==> src/rtl/sstat_pkg.sv <==
package sstat_pkg;
    localparam int          REG_W     = 8;
    localparam int          FLAG_N    = 5;
    localparam int          FLAG_LSB  = 3;
    localparam int          TEND_POS  = 2;
    localparam int          MPBR_POS  = 1;
    localparam int          MPBT_POS  = 0;
    localparam logic [7:0]  RESET_VAL = 8'h84;

    typedef enum logic [1:0] {
        FL_CLEAR     = 2'd0,
        FL_SET_IDLE  = 2'd1,
        FL_SET_ARMED = 2'd2
    } flag_st_e;
endpackage

==> src/rtl/sstat_flag.sv <==
module sstat_flag
    import sstat_pkg::*;
#(
    parameter bit INIT_SET = 1'b0
) (
    input  logic clk,
    input  logic rst_n,
    input  logic standby,
    input  logic set_evt,
    input  logic rd_hit,
    input  logic clr_req,
    output logic flag_o
);
    localparam flag_st_e INIT_ST = INIT_SET ? FL_SET_IDLE : FL_CLEAR;

    flag_st_e state_q, state_d;

    // state register
    always_ff @(posedge clk or negedge rst_n) begin
        if (!rst_n)       state_q <= INIT_ST;
        else if (standby) state_q <= INIT_ST;
        else              state_q <= state_d;
    end

    // next state: a set event takes priority over arming and clearing
    always_comb begin
        state_d = state_q;
        unique case (state_q)
            FL_CLEAR: begin
                if (set_evt) state_d = FL_SET_IDLE;
            end
            FL_SET_IDLE: begin
                if (set_evt)     state_d = FL_SET_IDLE;
                else if (rd_hit) state_d = FL_SET_ARMED;
            end
            FL_SET_ARMED: begin
                if (set_evt)      state_d = FL_SET_IDLE;
                else if (clr_req) state_d = FL_CLEAR;
            end
            default: state_d = INIT_ST;
        endcase
    end

    // output
    always_comb begin
        flag_o = (state_q != FL_CLEAR);
    end
endmodule

==> src/rtl/sstat_ctl.sv <==
module sstat_ctl
    import sstat_pkg::*;
(
    input  logic clk,
    input  logic rst_n,
    input  logic standby,
    input  logic wr_en,
    input  logic wr_bit,
    input  logic tx_end_in,
    input  logic mp_rx_in,
    output logic tend_o,
    output logic mpbr_o,
    output logic mpbt_o
);
    always_ff @(posedge clk or negedge rst_n) begin
        if (!rst_n) begin
            tend_o <= RESET_VAL[TEND_POS];
            mpbr_o <= RESET_VAL[MPBR_POS];
            mpbt_o <= RESET_VAL[MPBT_POS];
        end else if (standby) begin
            tend_o <= RESET_VAL[TEND_POS];
            mpbr_o <= RESET_VAL[MPBR_POS];
            mpbt_o <= RESET_VAL[MPBT_POS];
        end else begin
            tend_o <= tx_end_in;
            mpbr_o <= mp_rx_in;
            if (wr_en) mpbt_o <= wr_bit;
        end
    end
endmodule

==> src/rtl/sstat_reg.sv <==
module sstat_reg
    import sstat_pkg::*;
(
    input  logic              clk,
    input  logic              rst_n,
    input  logic              standby,
    input  logic              rd_en,
    input  logic              wr_en,
    input  logic [REG_W-1:0]  wr_data,
    output logic [REG_W-1:0]  rd_data,
    input  logic [FLAG_N-1:0] flag_set,
    input  logic              tx_end_in,
    input  logic              mp_rx_in,
    output logic [FLAG_N-1:0] flags_o,
    output logic              mp_tx_o
);
    logic tend_q, mpbr_q, mpbt_q;

    for (genvar k = 0; k < FLAG_N; k++) begin : g_flag
        sstat_flag #(
            .INIT_SET (RESET_VAL[FLAG_LSB+k])
        ) u_flag (
            .clk     (clk),
            .rst_n   (rst_n),
            .standby (standby),
            .set_evt (flag_set[k]),
            .rd_hit  (rd_en),
            .clr_req (wr_en && !wr_data[FLAG_LSB+k]),
            .flag_o  (flags_o[k])
        );
    end

    sstat_ctl u_ctl (
        .clk       (clk),
        .rst_n     (rst_n),
        .standby   (standby),
        .wr_en     (wr_en),
        .wr_bit    (wr_data[MPBT_POS]),
        .tx_end_in (tx_end_in),
        .mp_rx_in  (mp_rx_in),
        .tend_o    (tend_q),
        .mpbr_o    (mpbr_q),
        .mpbt_o    (mpbt_q)
    );

    always_comb begin
        rd_data = {flags_o, tend_q, mpbr_q, mpbt_q};
        mp_tx_o = mpbt_q;
    end
endmodule

==> config.mk <==
export PLATFORM = sky130hd
export DESIGN_NAME = sstat_reg
export DESIGN_NICKNAME = d
export VERILOG_FILES = /design/src/rtl/sstat_pkg.sv /design/src/rtl/sstat_flag.sv /design/src/rtl/sstat_ctl.sv /design/src/rtl/sstat_reg.sv
export SDC_FILE = /design/constraint.sdc
export NUM_CORES = 1
export LEC_CHECK = 0
export BUFFER_PORTS_ARGS = -buffer_cell sky130_fd_sc_hd__buf_2
export CORE_MARGIN = 5
export CORE_UTILIZATION = 49
export DETAILED_ROUTE_END_ITERATION = 10
export PLACE_DENSITY = 0.82
export SLEW_MARGIN = 20
export SYNTH_ARGS = -nofsm -noshare
export SYNTH_HDL_FRONTEND = slang
export SYNTH_HIERARCHICAL = 1
export SYNTH_SLANG_ARGS = --single-unit
==> constraint.sdc <==
create_clock -name clk -period 2.9 [get_ports clk]
set_clock_uncertainty 0.2 [all_clocks]
set_input_delay 0.145 -clock clk [delete_from_list [all_inputs] [get_ports clk]]
set_output_delay 0.145 -clock clk [all_outputs]
set_load 0.01 [all_outputs]
# After elaboration in Yosys (flattened, before gate mapping)
# Cells that the tools add are included.
# word_totals
regBits	13
inputBits	20
out_inout_bits	14
word_cells	94
# op_classes
n_eq_ne	25
muxes	35
reduce_logical	26
# op_table
operator	count
2-bit two-way mux	26
2-bit one-hot mux with 3 select lines	5
4-bit by 3-bit inequality test with 1-bit output, second input constant	5
4-bit inequality test, second input constant	5
3-bit inequality test, second input constant	5
3-bit AND reduction	5
2-bit nonzero test	6
2-bit by 1-bit == test with 1-bit output, second input constant	5
2-bit == test, second input constant	5
2-bit zero test	5
1-bit logical AND	5
1-bit zero test	5
1-bit two-way mux	4

# Longest topological paths before layout
# logic_depth
depth_word	6
ltp_mapped	5
mapped_depth_nobuf	5

# Modules after synthesis
# Netlist, hierarchy kept.
# by_module_without_submodules
module	n_inst	cells_each	area_each_um2	seq_area_each_um2
sstat_flag (g_flag[0].u_flag ...)	4	9	103.8	50.0
sstat_flag (g_flag[4].u_flag)	1	22	185.2	51.3
sstat_reg	1	13	103.8	0.0
sstat_ctl	1	7	102.6	76.3

# Least setup slack after synthesis
# No wires, ideal clock.
# synth_path
path_kind	register to register
startpoint	reg g_flag[4].u_flag.state_q[0]
endpoint	reg g_flag[4].u_flag.state_q[1]
setup_time_ps	94
arrival_ps	1576
required_time_ps	2606
setup_slack_ps	1030
stages_incl_launch_ff	6
n_path_buf	0
synth_period_minus_slack_ps	1870
cell_sequence	dfstp_2 -> inv_1 -> ha_1 -> nor2b_1 -> or4_1 -> a211oi_1
# synth_via
elab_chain_cells	3
elab_cells_between_ends	9
classes_between	eq/ne: 5; mux: 2; reduce/logical: 2
# synth_lines
item	line	source
from (decl)	sstat_flag.sv:16	flag_st_e state_q, state_d;
from (signal assigned)	sstat_flag.sv:22	else state_q <= state_d;
2-bit == test (tied with other cells)	sstat_flag.sv:28	unique case (state_q)
4-bit by 3-bit inequality test with 1-bit output (no line) (tied with other cells)	--	
3-bit AND reduction (no line) or 2-bit two-way mux (tied branches)	--	
# Parallel ways exist; a longest one is shown, timed or not.
# A chain may end at the register's enable or synchronous reset.

# Worst setup path after layout
# Ends and elaborated chain as after synthesis.

==> summary.txt <==
Detailed routing
  • ANT nets after route: 0
  • Routed WL: 1.799 mm
  • 1st-iter DRT viols: 8
  • Drt drc: 0
  • Average wire per standard cell: 13.73 µm
  • Vias: 694
  • Routed vias/inst: 5.298
  • Drt pass-1 iters: 3

STA
  • Count of final setup violators: 0
  • Fin. max-slew vios: 0
  • Setup TNS: 0 ps
  • Max Clk Rate: 501.0 MHz
  • RSZ-0062 raised after global routing: false
  • Final min period: 1996 ps
  • Slew headroom: 80.33%
  • Worst Max-Slew Pin Slew: 295.0 ps
  • Final cycle utilization of the critical path: 68.83%
  • Final Hold Fails: 0

Worst hold path
  • Hold/Removal Path Class: in -> reg
  • Min-delay src: wr_en

Clock network
  • CTS tree: built
  • Worst-Skew Late Latency: 270 ps
  • # resized after CTS: 0
  • Clock tree buffer depth: 2
  • TritonCTS Buffers: 3
  • Postcts setup bufs: 0
  • Root buffer cell: clkbuf_4
  • Hold Buf Count CTS: 10
  • H-tree levels: 1
  • Worst-path clk slew: 80 ps
  • CTS Sinks: 13

Global routing
  • Initial antenna violation count: 0
  • Vias in the first global route: 743
  • Total global routing overflow: 0
  • First-pass GRT wire length: 3.049 mm
  • Largest net degree at the start of global routing: 14
  • Global-route total usage across every layer: 15.59%

Floorplan
  • I/O pin count: 34
  • DIE HEIGHT: 50.59 µm
  • Initial Util: 52.35%
  • DIE WIDTH: 50.59 µm
  • Die area: 2559 µm²
  • Site row count: 14
  • CORE AREA: 1541 µm²

Placed design
  • Placer Congestion: 0.7557
  • Port Buf Inserts: 31
  • Post-Place Cells: 117

Logic synthesis
  • Gate Count Post-Synth: 78
  • Register area share after synthesis: 40.62%
  • Synth Flop Type: dfrtp_1
  • Synth cell types: 23
  • Syn avg cell area: 10.35 µm²
  • Async SR Flop Fraction: 100.0%
  • Yosys reg bits: 13
  • Count of warnings emitted by yosys: 6
  • Syn_nets: 101
  • Post-Synthesis Cell Area: 807.0 µm²
  • EDFF count, synth: 0

Worst setup path
  • CP Data Arrival Time: 1980 ps
  • Max FO, Critical Path: 4
  • Reg2reg start: g_flag[4].u_flag/state_q[0]
  • Crit start category: register
  • Worst Setup Path Type: reg -> reg
  • Crit path launch: g_flag[4].u_flag/state_q[0]
  • Critical Path RT: 2880 ps
  • CP Capture Type: register

Final layout
  • Area grow syn2layout: 29.92%
  • Most frequent cells in the layout: 31 x buf_2, 11 x dfrtp_1, 10 x dlygate4sd3_1
  • Diode count: 0
  • Reg area: 327.8 µm²
  • Final Non-Filler Cells: 131
  • Most common library cell in the layout ignoring fill and taps: buf_2
  • Fraction of layout cells with a size suffix above 1: 40.00%
  • Filler cell count: 118
  • Final nets: 139
  • Multi-input gate area: 404.1 µm²

Power
  • VDD IR-drop max: 0.0002732 V
  • PwrDens: 429.1 nW/µm²
  • LEAKAGE: 0.5175 nW
  • Total power: 0.4499 mW

Outcome
  • Status: completed

Run
  • Max-cap viol count: 0
[Yosys cell counts (2+ instances only)]
master	n	share of area [%]
or2_1	5	3.9
nand2_1	2	0.93
a211oi_2	4	6.2
and2b_2	5	5.4
nand3b_1	4	3.7
dfstp_2	2	6.5
ha_1	3	4.7
dfrtp_1	11	34
nor2_1	2	0.93
inv_1	4	1.9
o21a_1	4	3.7
buf_4	8	7.4
nor2b_1	7	5.4
o31ai_1	2	1.9
or3b_1	4	4.3
a21oi_1	4	2.5
[cell type report]
cell class / count / area share, %
Clock buffer: 4 / 2.506
Inverter: 4 / 1.432
Multi-Input combinational cell: 53 / 38.54
Sequential cell: 13 / 31.26
Tap cell: 16 / 1.909
Timing Repair Buffer: 41 / 24.34
[logic make-up after synthesis]
kind of cell | share of synthesized area (%)
AOI/OAI and AO/OA | 16.43
adders and majority gates | 4.652
buffers and inverters | 9.302
DFF | 40.62
muxes | 1.240
and+or+nand+nor | 27.75
[report_power, final]
group          leakage (nW)  switching, mW  internal (mW)
combinational         0.335         0.0665         0.0660
clock                0.0150         0.0567         0.0533
sequential            0.167         0.0112          0.196
total                 0.517          0.134          0.316
[registers in the layout, summed over array words and instances (netlist names)]
signal                 cells
g_flag.u_flag/state_q     10
u_ctl/mpbt_o               1
u_ctl/tend_o               1
u_ctl/mpbr_o               1
[worst paths after layout]
check / to / cells after the start / slack, ps
worst max-delay path: g_flag[4].u_flag/state_q[1] / 5 / 900
worst min-delay path: u_ctl/mpbt_o / 3 / 30
worst max register to register: g_flag[4].u_flag/state_q[1] / 5 / 900
worst min register to register: u_ctl/mpbt_o / 2 / 360
max in group asynchronous: g_flag[4].u_flag/state_q[0] / 2 / 2140
min in group asynchronous: u_ctl/mpbr_o / 2 / 80
[critical path, cell delays in order (launching register included)]
cell,delay (ps)
dfstp_2,560
inv_1,60
ha_1,200
nor2b_1,160
or4_1,470
a211oi_1,250
[through the flow]
step / hold WS (ps) / instance area [µm²] / setup slack (ps) / utilization [%]
finish: 29.90 / 1049 / 904.0 / 68.02
CTS: 26.67 / 1049 / 892.6 / 68.02
detailed placement: -153.0 / 922.1 / 882.2 / 59.82
global route: 40.11 / 1049 / 831.1 / 68.02
floorplan: -350.6 / 807.0 / 1030 / -
global placement: -159.7 / 922.1 / 987.5 / 59.82
[per-layer routing]
metal / vias to the layer above / global-route usage (%) / wire [µm]
met5: - / 0 / 0
met4: 0 / 13.19 / 58
met3: 6 / 2.367 / 152
met2: 25 / 26.03 / 842
met1: 324 / 16.91 / 746
li1: 339 / - / -
Power figures use the tool's default switching activity.
